### config.mk
export PLATFORM = sky130hd
export DESIGN_NAME = uart_rx_tag
export DESIGN_NICKNAME = d
export VERILOG_FILES = /design/src/rtl/uart_rx_pkg.sv /design/src/rtl/uart_rx_deser.sv /design/src/rtl/uart_rx_fifo.sv /design/src/rtl/uart_rx_status.sv /design/src/rtl/uart_rx_tag.sv
export SDC_FILE = /design/constraint.sdc
export NUM_CORES = 1
export LEC_CHECK = 0
export CAP_MARGIN = 20
export CORE_MARGIN = 8
export CORE_UTILIZATION = 48
export CTS_BUF_LIST = sky130_fd_sc_hd__clkbuf_2 sky130_fd_sc_hd__clkbuf_4 sky130_fd_sc_hd__clkbuf_8
export DETAILED_ROUTE_END_ITERATION = 16
export PLACE_DENSITY_LB_ADDON = 0.2
export SYNTH_ARGS = -nofsm -noshare
export SYNTH_HDL_FRONTEND = slang
export SYNTH_SLANG_ARGS = --single-unit
### constraint.sdc
create_clock -name clk -period 3.6 [get_ports clk]
set_input_delay 0.72 -clock clk [delete_from_list [all_inputs] [get_ports clk]]
set_output_delay 0.72 -clock clk [all_outputs]
set_load 0.05 [all_outputs]
### src/rtl/uart_rx_pkg.sv
package uart_rx_pkg;
  localparam int CHAR_W = 8;

  typedef struct packed {
    logic              brk;
    logic              fe;
    logic              pe;
    logic [CHAR_W-1:0] data;
  } rx_entry_t;

  localparam int ENTRY_W = $bits(rx_entry_t);

  typedef enum logic [2:0] {
    S_IDLE, S_START, S_DATA, S_PAR, S_STOP, S_WAITH
  } rx_state_e;
endpackage

### src/rtl/uart_rx_deser.sv
module uart_rx_deser
  import uart_rx_pkg::*;
#(
  parameter int OSR = 16
) (
  input  logic              clk,
  input  logic              rst,
  input  logic              tick,
  input  logic              rxd,
  input  logic [1:0]        word_len,
  input  logic              par_en,
  input  logic              par_even,
  input  logic              par_stick,
  output logic              rx_valid,
  output rx_entry_t         rx_char
);
  localparam int CW   = (OSR > 2) ? $clog2(OSR) : 1;
  localparam int HALF = OSR / 2;

  rx_state_e         state;
  logic [CW-1:0]     cnt;
  logic [2:0]        bit_idx;
  logic [CHAR_W-1:0] shreg;
  logic              par_acc;
  logic              par_bit;
  logic              all_low;
  logic [2:0]        last_idx;
  logic              par_exp;
  logic              bit_end;

  assign last_idx = 3'd4 + {1'b0, word_len};
  assign bit_end  = (cnt == CW'(OSR - 1));
  assign par_exp  = par_stick ? ~par_even : (par_even ? par_acc : ~par_acc);

  always_ff @(posedge clk) begin
    if (rst) begin
      state    <= S_IDLE;
      cnt      <= '0;
      bit_idx  <= '0;
      shreg    <= '0;
      par_acc  <= 1'b0;
      par_bit  <= 1'b0;
      all_low  <= 1'b0;
      rx_valid <= 1'b0;
      rx_char  <= '0;
    end else begin
      rx_valid <= 1'b0;
      if (tick) begin
        case (state)
          S_IDLE: begin
            if (!rxd) begin
              state   <= S_START;
              cnt     <= '0;
              all_low <= 1'b1;
            end
          end
          S_START: begin
            if (cnt == CW'(HALF - 1)) begin
              cnt <= '0;
              if (rxd) begin
                state <= S_IDLE;
              end else begin
                state   <= S_DATA;
                bit_idx <= '0;
                shreg   <= '0;
                par_acc <= 1'b0;
              end
            end else begin
              cnt <= cnt + 1'b1;
            end
          end
          S_DATA: begin
            if (bit_end) begin
              cnt            <= '0;
              shreg[bit_idx] <= rxd;
              par_acc        <= par_acc ^ rxd;
              all_low        <= all_low & ~rxd;
              if (bit_idx == last_idx) begin
                state <= par_en ? S_PAR : S_STOP;
              end else begin
                bit_idx <= bit_idx + 1'b1;
              end
            end else begin
              cnt <= cnt + 1'b1;
            end
          end
          S_PAR: begin
            if (bit_end) begin
              cnt     <= '0;
              par_bit <= rxd;
              all_low <= all_low & ~rxd;
              state   <= S_STOP;
            end else begin
              cnt <= cnt + 1'b1;
            end
          end
          S_STOP: begin
            if (bit_end) begin
              cnt          <= '0;
              rx_valid     <= 1'b1;
              rx_char.data <= shreg;
              rx_char.pe   <= par_en & (par_bit != par_exp);
              rx_char.fe   <= ~rxd;
              rx_char.brk  <= all_low & ~rxd;
              state        <= rxd ? S_IDLE : S_WAITH;
            end else begin
              cnt <= cnt + 1'b1;
            end
          end
          S_WAITH: begin
            if (rxd) state <= S_IDLE;
          end
          default: state <= S_IDLE;
        endcase
      end
    end
  end

  // a finished character is reported for a single cycle
  a_r1_valid_pulse: assert property (@(posedge clk) disable iff (rst)
    rx_valid |=> !rx_valid);

  // a break always carries a framing error and an all-zero character
  a_r4_brk_has_fe: assert property (@(posedge clk) disable iff (rst)
    (rx_valid && rx_char.brk) |-> (rx_char.fe && rx_char.data == '0));
endmodule

### src/rtl/uart_rx_fifo.sv
module uart_rx_fifo
  import uart_rx_pkg::*;
#(
  parameter int DEPTH = 16,
  parameter int AW    = (DEPTH > 1) ? $clog2(DEPTH) : 1,
  parameter int CNTW  = $clog2(DEPTH + 1)
) (
  input  logic            clk,
  input  logic            rst,
  input  logic            wr_req,
  input  rx_entry_t       wr_entry,
  input  logic            rd_req,
  input  logic            clr,
  output rx_entry_t       head,
  output logic [CNTW-1:0] count,
  output logic            wr_ok,
  output logic            rd_ok,
  output logic            drop
);
  rx_entry_t       mem [DEPTH];
  logic [AW-1:0]   wptr;
  logic [AW-1:0]   rptr;
  logic            full;
  logic            empty;

  assign full  = (count == CNTW'(DEPTH));
  assign empty = (count == '0);
  assign wr_ok = wr_req & ~full & ~clr;
  assign rd_ok = rd_req & ~empty & ~clr;
  assign drop  = wr_req & full & ~clr;

  function automatic logic [AW-1:0] next_ptr(input logic [AW-1:0] p);
    return (p == AW'(DEPTH - 1)) ? '0 : p + 1'b1;
  endfunction

  always_ff @(posedge clk) begin
    if (wr_ok) mem[wptr] <= wr_entry;
  end

  always_ff @(posedge clk) begin
    if (rst || clr) begin
      wptr  <= '0;
      rptr  <= '0;
      count <= '0;
    end else begin
      if (wr_ok) wptr <= next_ptr(wptr);
      if (rd_ok) rptr <= next_ptr(rptr);
      case ({wr_ok, rd_ok})
        2'b10:   count <= count + 1'b1;
        2'b01:   count <= count - 1'b1;
        default: count <= count;
      endcase
    end
  end

  assign head = empty ? '0 : mem[rptr];

  // a clear leaves the queue empty on the next cycle
  a_r9_clr_empties: assert property (@(posedge clk) disable iff (rst)
    clr |=> (count == '0));

  // a write into a full queue does not change the occupancy
  a_r7_full_hold: assert property (@(posedge clk) disable iff (rst)
    (wr_req && full && !rd_req && !clr) |=> (count == CNTW'(DEPTH)));
endmodule

### src/rtl/uart_rx_status.sv
module uart_rx_status #(
  parameter int CNTW = 5
) (
  input  logic clk,
  input  logic rst,
  input  logic push_ok,
  input  logic push_err,
  input  logic pop_ok,
  input  logic pop_err,
  input  logic clr,
  input  logic drop,
  input  logic stat_rd,
  output logic overrun,
  output logic err_any
);
  logic [CNTW-1:0] err_cnt;
  logic [CNTW-1:0] err_cnt_nx;

  always_comb begin
    err_cnt_nx = err_cnt;
    if (clr) begin
      err_cnt_nx = '0;
    end else begin
      if (push_ok && push_err) err_cnt_nx = err_cnt_nx + 1'b1;
      if (pop_ok && pop_err)   err_cnt_nx = err_cnt_nx - 1'b1;
    end
  end

  always_ff @(posedge clk) begin
    if (rst) begin
      err_cnt <= '0;
      err_any <= 1'b0;
      overrun <= 1'b0;
    end else begin
      err_cnt <= err_cnt_nx;
      if (err_cnt_nx != '0) err_any <= 1'b1;
      else if (stat_rd)     err_any <= 1'b0;
      if (drop)             overrun <= 1'b1;
      else if (stat_rd)     overrun <= 1'b0;
    end
  end

  // a discarded character always leaves overrun set
  a_r7_ovr_set: assert property (@(posedge clk) disable iff (rst)
    drop |=> overrun);

  // the aggregate flag is up whenever an errored entry is stored
  a_r8_err_hold: assert property (@(posedge clk) disable iff (rst)
    (err_cnt != '0) |-> err_any);
endmodule

### src/rtl/uart_rx_tag.sv
module uart_rx_tag
  import uart_rx_pkg::*;
#(
  parameter int OSR   = 16,
  parameter int DEPTH = 16,
  parameter int CNTW  = $clog2(DEPTH + 1)
) (
  input  logic            clk,
  input  logic            rst,
  input  logic            tick,
  input  logic            rxd,
  input  logic [1:0]      word_len,
  input  logic            par_en,
  input  logic            par_even,
  input  logic            par_stick,
  input  logic            rd_pop,
  input  logic            stat_rd,
  input  logic            fifo_clr,
  output logic [7:0]      rd_data,
  output logic            rd_pe,
  output logic            rd_fe,
  output logic            rd_brk,
  output logic            data_ready,
  output logic            overrun,
  output logic            err_any,
  output logic [CNTW-1:0] fifo_count
);
  logic      rx_valid;
  rx_entry_t rx_char;
  rx_entry_t head;
  logic      wr_ok;
  logic      rd_ok;
  logic      drop;

  uart_rx_deser #(.OSR(OSR)) u_deser (
    .clk       (clk),
    .rst       (rst),
    .tick      (tick),
    .rxd       (rxd),
    .word_len  (word_len),
    .par_en    (par_en),
    .par_even  (par_even),
    .par_stick (par_stick),
    .rx_valid  (rx_valid),
    .rx_char   (rx_char)
  );

  uart_rx_fifo #(.DEPTH(DEPTH), .CNTW(CNTW)) u_fifo (
    .clk      (clk),
    .rst      (rst),
    .wr_req   (rx_valid),
    .wr_entry (rx_char),
    .rd_req   (rd_pop),
    .clr      (fifo_clr),
    .head     (head),
    .count    (fifo_count),
    .wr_ok    (wr_ok),
    .rd_ok    (rd_ok),
    .drop     (drop)
  );

  uart_rx_status #(.CNTW(CNTW)) u_status (
    .clk      (clk),
    .rst      (rst),
    .push_ok  (wr_ok),
    .push_err (rx_char.pe | rx_char.fe | rx_char.brk),
    .pop_ok   (rd_ok),
    .pop_err  (head.pe | head.fe | head.brk),
    .clr      (fifo_clr),
    .drop     (drop),
    .stat_rd  (stat_rd),
    .overrun  (overrun),
    .err_any  (err_any)
  );

  assign rd_data    = head.data;
  assign rd_pe      = head.pe;
  assign rd_fe      = head.fe;
  assign rd_brk     = head.brk;
  assign data_ready = (fifo_count != '0);

  // an empty queue shows no error tags on the read port
  a_r5_empty_clean: assert property (@(posedge clk) disable iff (rst)
    (fifo_count == '0) |-> !(rd_pe || rd_fe || rd_brk));
endmodule

==> impl_metrics.ini <==
[status]
status = finished clean

[place]
place.gp.congestion = 0.8669
dp_slack_ns = 0.2960
hpwlAfterDp_um = 12920
portBuffers = 30
place_area_um2 = 10580

[cts]
tritoncts = yes
root_buffer = clkbuf_8
cts_setup_buffers = 0
hold_buffers = 0
htreeDepth = 2
numCtsBuffers = 38
clk_latency_ns = 0.52
clk_pin_slew_ns = 0.06
clk_path_buf_depth = 3
cts_num_sinks = 233

[critical_path]
crit_chain = buf_12, mux4_2, mux4_2, and2_1, buf_4
crit_path_frequent_cell = mux4_2
reg2reg_from = u_fifo.count[0]$_SDFFE_PP0P_
slowest_delay_ns = 0.57
critPathKind = reg2out
critPathLaunchType = flop
required_ns = 2.88
critPathArrivalTime_ns = 2.70
end_kind = output pin
r2r_slack_ns = 0.53
r2r_cells = 14
crit_end = rd_data[0]
slowest_stage = mux4_2
r2r-end = u_fifo.count[4]$_SDFFE_PP0P_
crit_fanout = 31

[synth]
synth_top_area_share_pct = 53.73
ys_types = 55
async_flop_share_pct = 0
avgSynthCellArea_um2 = 14.97
syn-num-nets = 683
syn_area_um2 = 9837
yosysSeqAreaShare_pct = 65.33
ys_seq_elements = 233
yosys-top-cells-area = edfxtp_1 54%, dfxtp_1 12%, mux4_2 11%
synthFlopType = edfxtp_1
yosysWarningCount = 0
netlist.top_cell.by_area = edfxtp_1
synth_edf_count = 176
synth_cells = 657

[timing]
min_period_ns = 3.420
tightest_slew_ns = 0.6877
slew_viol_final = 0
setup_viol = 0
fin_setup_tns_ns = 0
fin_crit_sh_pct = 94.99
fmaxAchievable_mhz = 292.4
setup_ws_ns = 0.1802
hold_viol = 0
finClkSkew_ns = 0.01920
rsz0062_at_grt = false
relSlewSlack_pct = 54.04

[global_routing]
grt-ovfl-total = 0
antenna_found_initial = 0
grt_usage_pct = 15.92
grt_max_degree = 36
grt_pass1_wl_um = 32190
grt_pass1_vias = 5920

[pwr]
power_frac_comb_pct = 0.9
power.total_uw = 5315
p_sw_share_pct = 19.40
clockPowerShare_pct = 45.3
power.density_nw_per_um2 = 467.2
peakVddDrop_uv = 269.7
internal-power_uw = 4284
seq_power_share_pct = 53.7
p_switching_uw = 1031
p_leak_uw = 0.004257

[flow_run]
drv_cap = 0

[detailed_routing]
via_count = 5656
vias_per_cell = 5.545
wl_per_cell_um = 19.53
drt_first_iter_violations = 278
antenna_left = 0
firstDrtPassIters = 4
wl_um = 19920
drc = 0

[floorplanning]
coreArea_um2 = 20170
ioPinCount = 31
dieArea_um2 = 25330
start_util_pct = 48.77
die_w_um = 159.2
rows = 52
die_y_um = 159.2

[finish]
final_area_um2 = 11380
drive_gt1_share_pct = 22.27
num_antenna_cells = 0
nets = 751
area_growth_pct = 15.64

[worst_hold_path]
min_path_type = reg2reg
how the worst min path moves through the flow:
| stage | from | end | slack [ns] | depth (start not counted) |
|---|---|---|---|---|
| 6_report | u_status.overrun$_SDFFE_PP0P_ | u_status.overrun$_SDFFE_PP0P_ | 0.48 | 2 |
| 5_1_grt | u_status.overrun$_SDFFE_PP0P_ | u_status.overrun$_SDFFE_PP0P_ | 0.50 | 2 |
| 4_1_cts | u_status.overrun$_SDFFE_PP0P_ | u_status.overrun$_SDFFE_PP0P_ | 0.49 | 2 |
| 3_5_place_dp | u_status.overrun$_SDFFE_PP0P_ | u_status.overrun$_SDFFE_PP0P_ | 0.47 | 2 |
| 3_3_place_gp | u_status.overrun$_SDFFE_PP0P_ | u_status.overrun$_SDFFE_PP0P_ | 0.47 | 2 |
| 2_1_floorplan | u_deser.shreg[1]$_SDFFE_PP0P_ | u_deser.rx_char[1]$_SDFFE_PP0P_ | 0.45 | 2 |
power groups by stage:
| stage | registers [uW] | logic, uW | clock network, uW |
|---|---|---|---|
| after global routing | 2850 | 55.9 | 2600 |
| final | 2860 | 50.2 | 2410 |
| after global placement | 2910 | 49.2 | 0 |
| after CTS | 2860 | 50.5 | 2480 |
| after detailed placement | 2910 | 50.3 | 0 |
| after floorplan | 2910 | 32.1 | 0 |
critical path, delay by kind of cell, from the launching register on:
family | cells | cell delay [ns]
buf+inv | 2 | 0.48
flops | 1 | 0.48
mux | 2 | 1.03
simple gates | 1 | 0.18
cell usage after synthesis (2+ instances only):
master and instances:
xor2_1 9, or2_2 3, and3_1 3, buf_6 2, nand2_1 27, or4_1 4, buf_2 3, nor2_1 75
xnor2_1 12, a31oi_1 4, nand4_1 6, ha_1 13, nand3_1 17, o31a_1 2, o311ai_0 2, a211oi_1 2
a22oi_1 4, nor3b_1 3, a21o_1 3, nand4b_1 3, inv_1 13, buf_1 7, o31ai_1 3, clkbuf_1 18
mux4_2 47, a21oi_1 29, mux2i_1 24, edfxtp_1 176, o21a_1 4, mux2_2 6, or3_1 4, and2_1 10
dfxtp_1 57, nand3b_1 4, nand2b_1 8, o21ai_0 13, nor2b_1 8, nor3_1 12
cell families (layout without fill, tap and decap cells):
logic type / Yosys count / count (layout) / synth area share, %
mux: 79 / 79 / 14.39
compound gates: 74 / 74 / 4.884
fa+ha+maj: 14 / 14 / 1.857
simple gates: 192 / 192 / 9.769
flops: 233 / 233 / 65.33
xor+xnor: 21 / 21 / 1.870
buf+inv: 44 / 137 / 1.908
registers in the layout, indices dropped and copies added, names as in the netlist, named ones only:
register          flops
u_deser.shreg         8
u_deser.rx_char      11
u_status.overrun      1
u_fifo.wptr           4
u_fifo.mem          176
u_status.err_cnt      5
u_fifo.rptr           4
u_fifo.count          5
u_deser.rx_valid      1
u_deser.bit_idx       3
u_deser.cnt           4
u_deser.all_low       1
u_deser.state         3
u_status.err_any      1
u_deser.par_bit       1
u_deser.par_acc       1
area by class of cell:
| cell class | instances | area [um2] |
|---|---|---|
| fill | 1609 | 8793 |
| sequential | 233 | 6431 |
| inverter | 13 | 48.80 |
| timing repair buffer | 59 | 520.5 |
| clock buffer | 48 | 616.8 |
| tap | 270 | 337.8 |
| clock inverter | 17 | 177.7 |
| multi-input combinational | 380 | 3243 |
cell usage in the layout, fill, tap and decap left out, types with 17 or more instances in the layout:
cell,n
a21oi_1,29
clkbuf_8,41
buf_4,37
nor2_1,75
clkdlybuf4s50_1,19
edfxtp_1,176
mux2i_1,24
dfxtp_1,55
nand3_1,17
nand2_1,27
mux4_2,47
repair_timing:
item	4_1_cts	5_1_grt
hold endpoints to repair	0	0
resized for setup	1	1
setup endpoints to repair	1	1
per-layer routing:
| metal | global-route usage (%) | vias up | part of all wire (%) |
|---|---|---|---|
| met5 | 0 | - | 0 |
| met1 | 20.03 | 2859 | 43 |
| met3 | 3.257 | 31 | 4.3 |
| li1 | - | 2654 | - |
| met4 | 5.017 | 0 | 1.9 |
| met2 | 27.20 | 112 | 51 |
through the flow:
stage               hold WS, ns  utilization, %  instances
floorplan                0.4540               -        657
global placement         0.4699           52.44        955
detailed placement       0.4742           52.44        955
CTS                      0.4872           56.39       1020
global route             0.5012           56.40       1020
finish                   0.4794           56.40       1020
(Power assumes the default switching activity.)
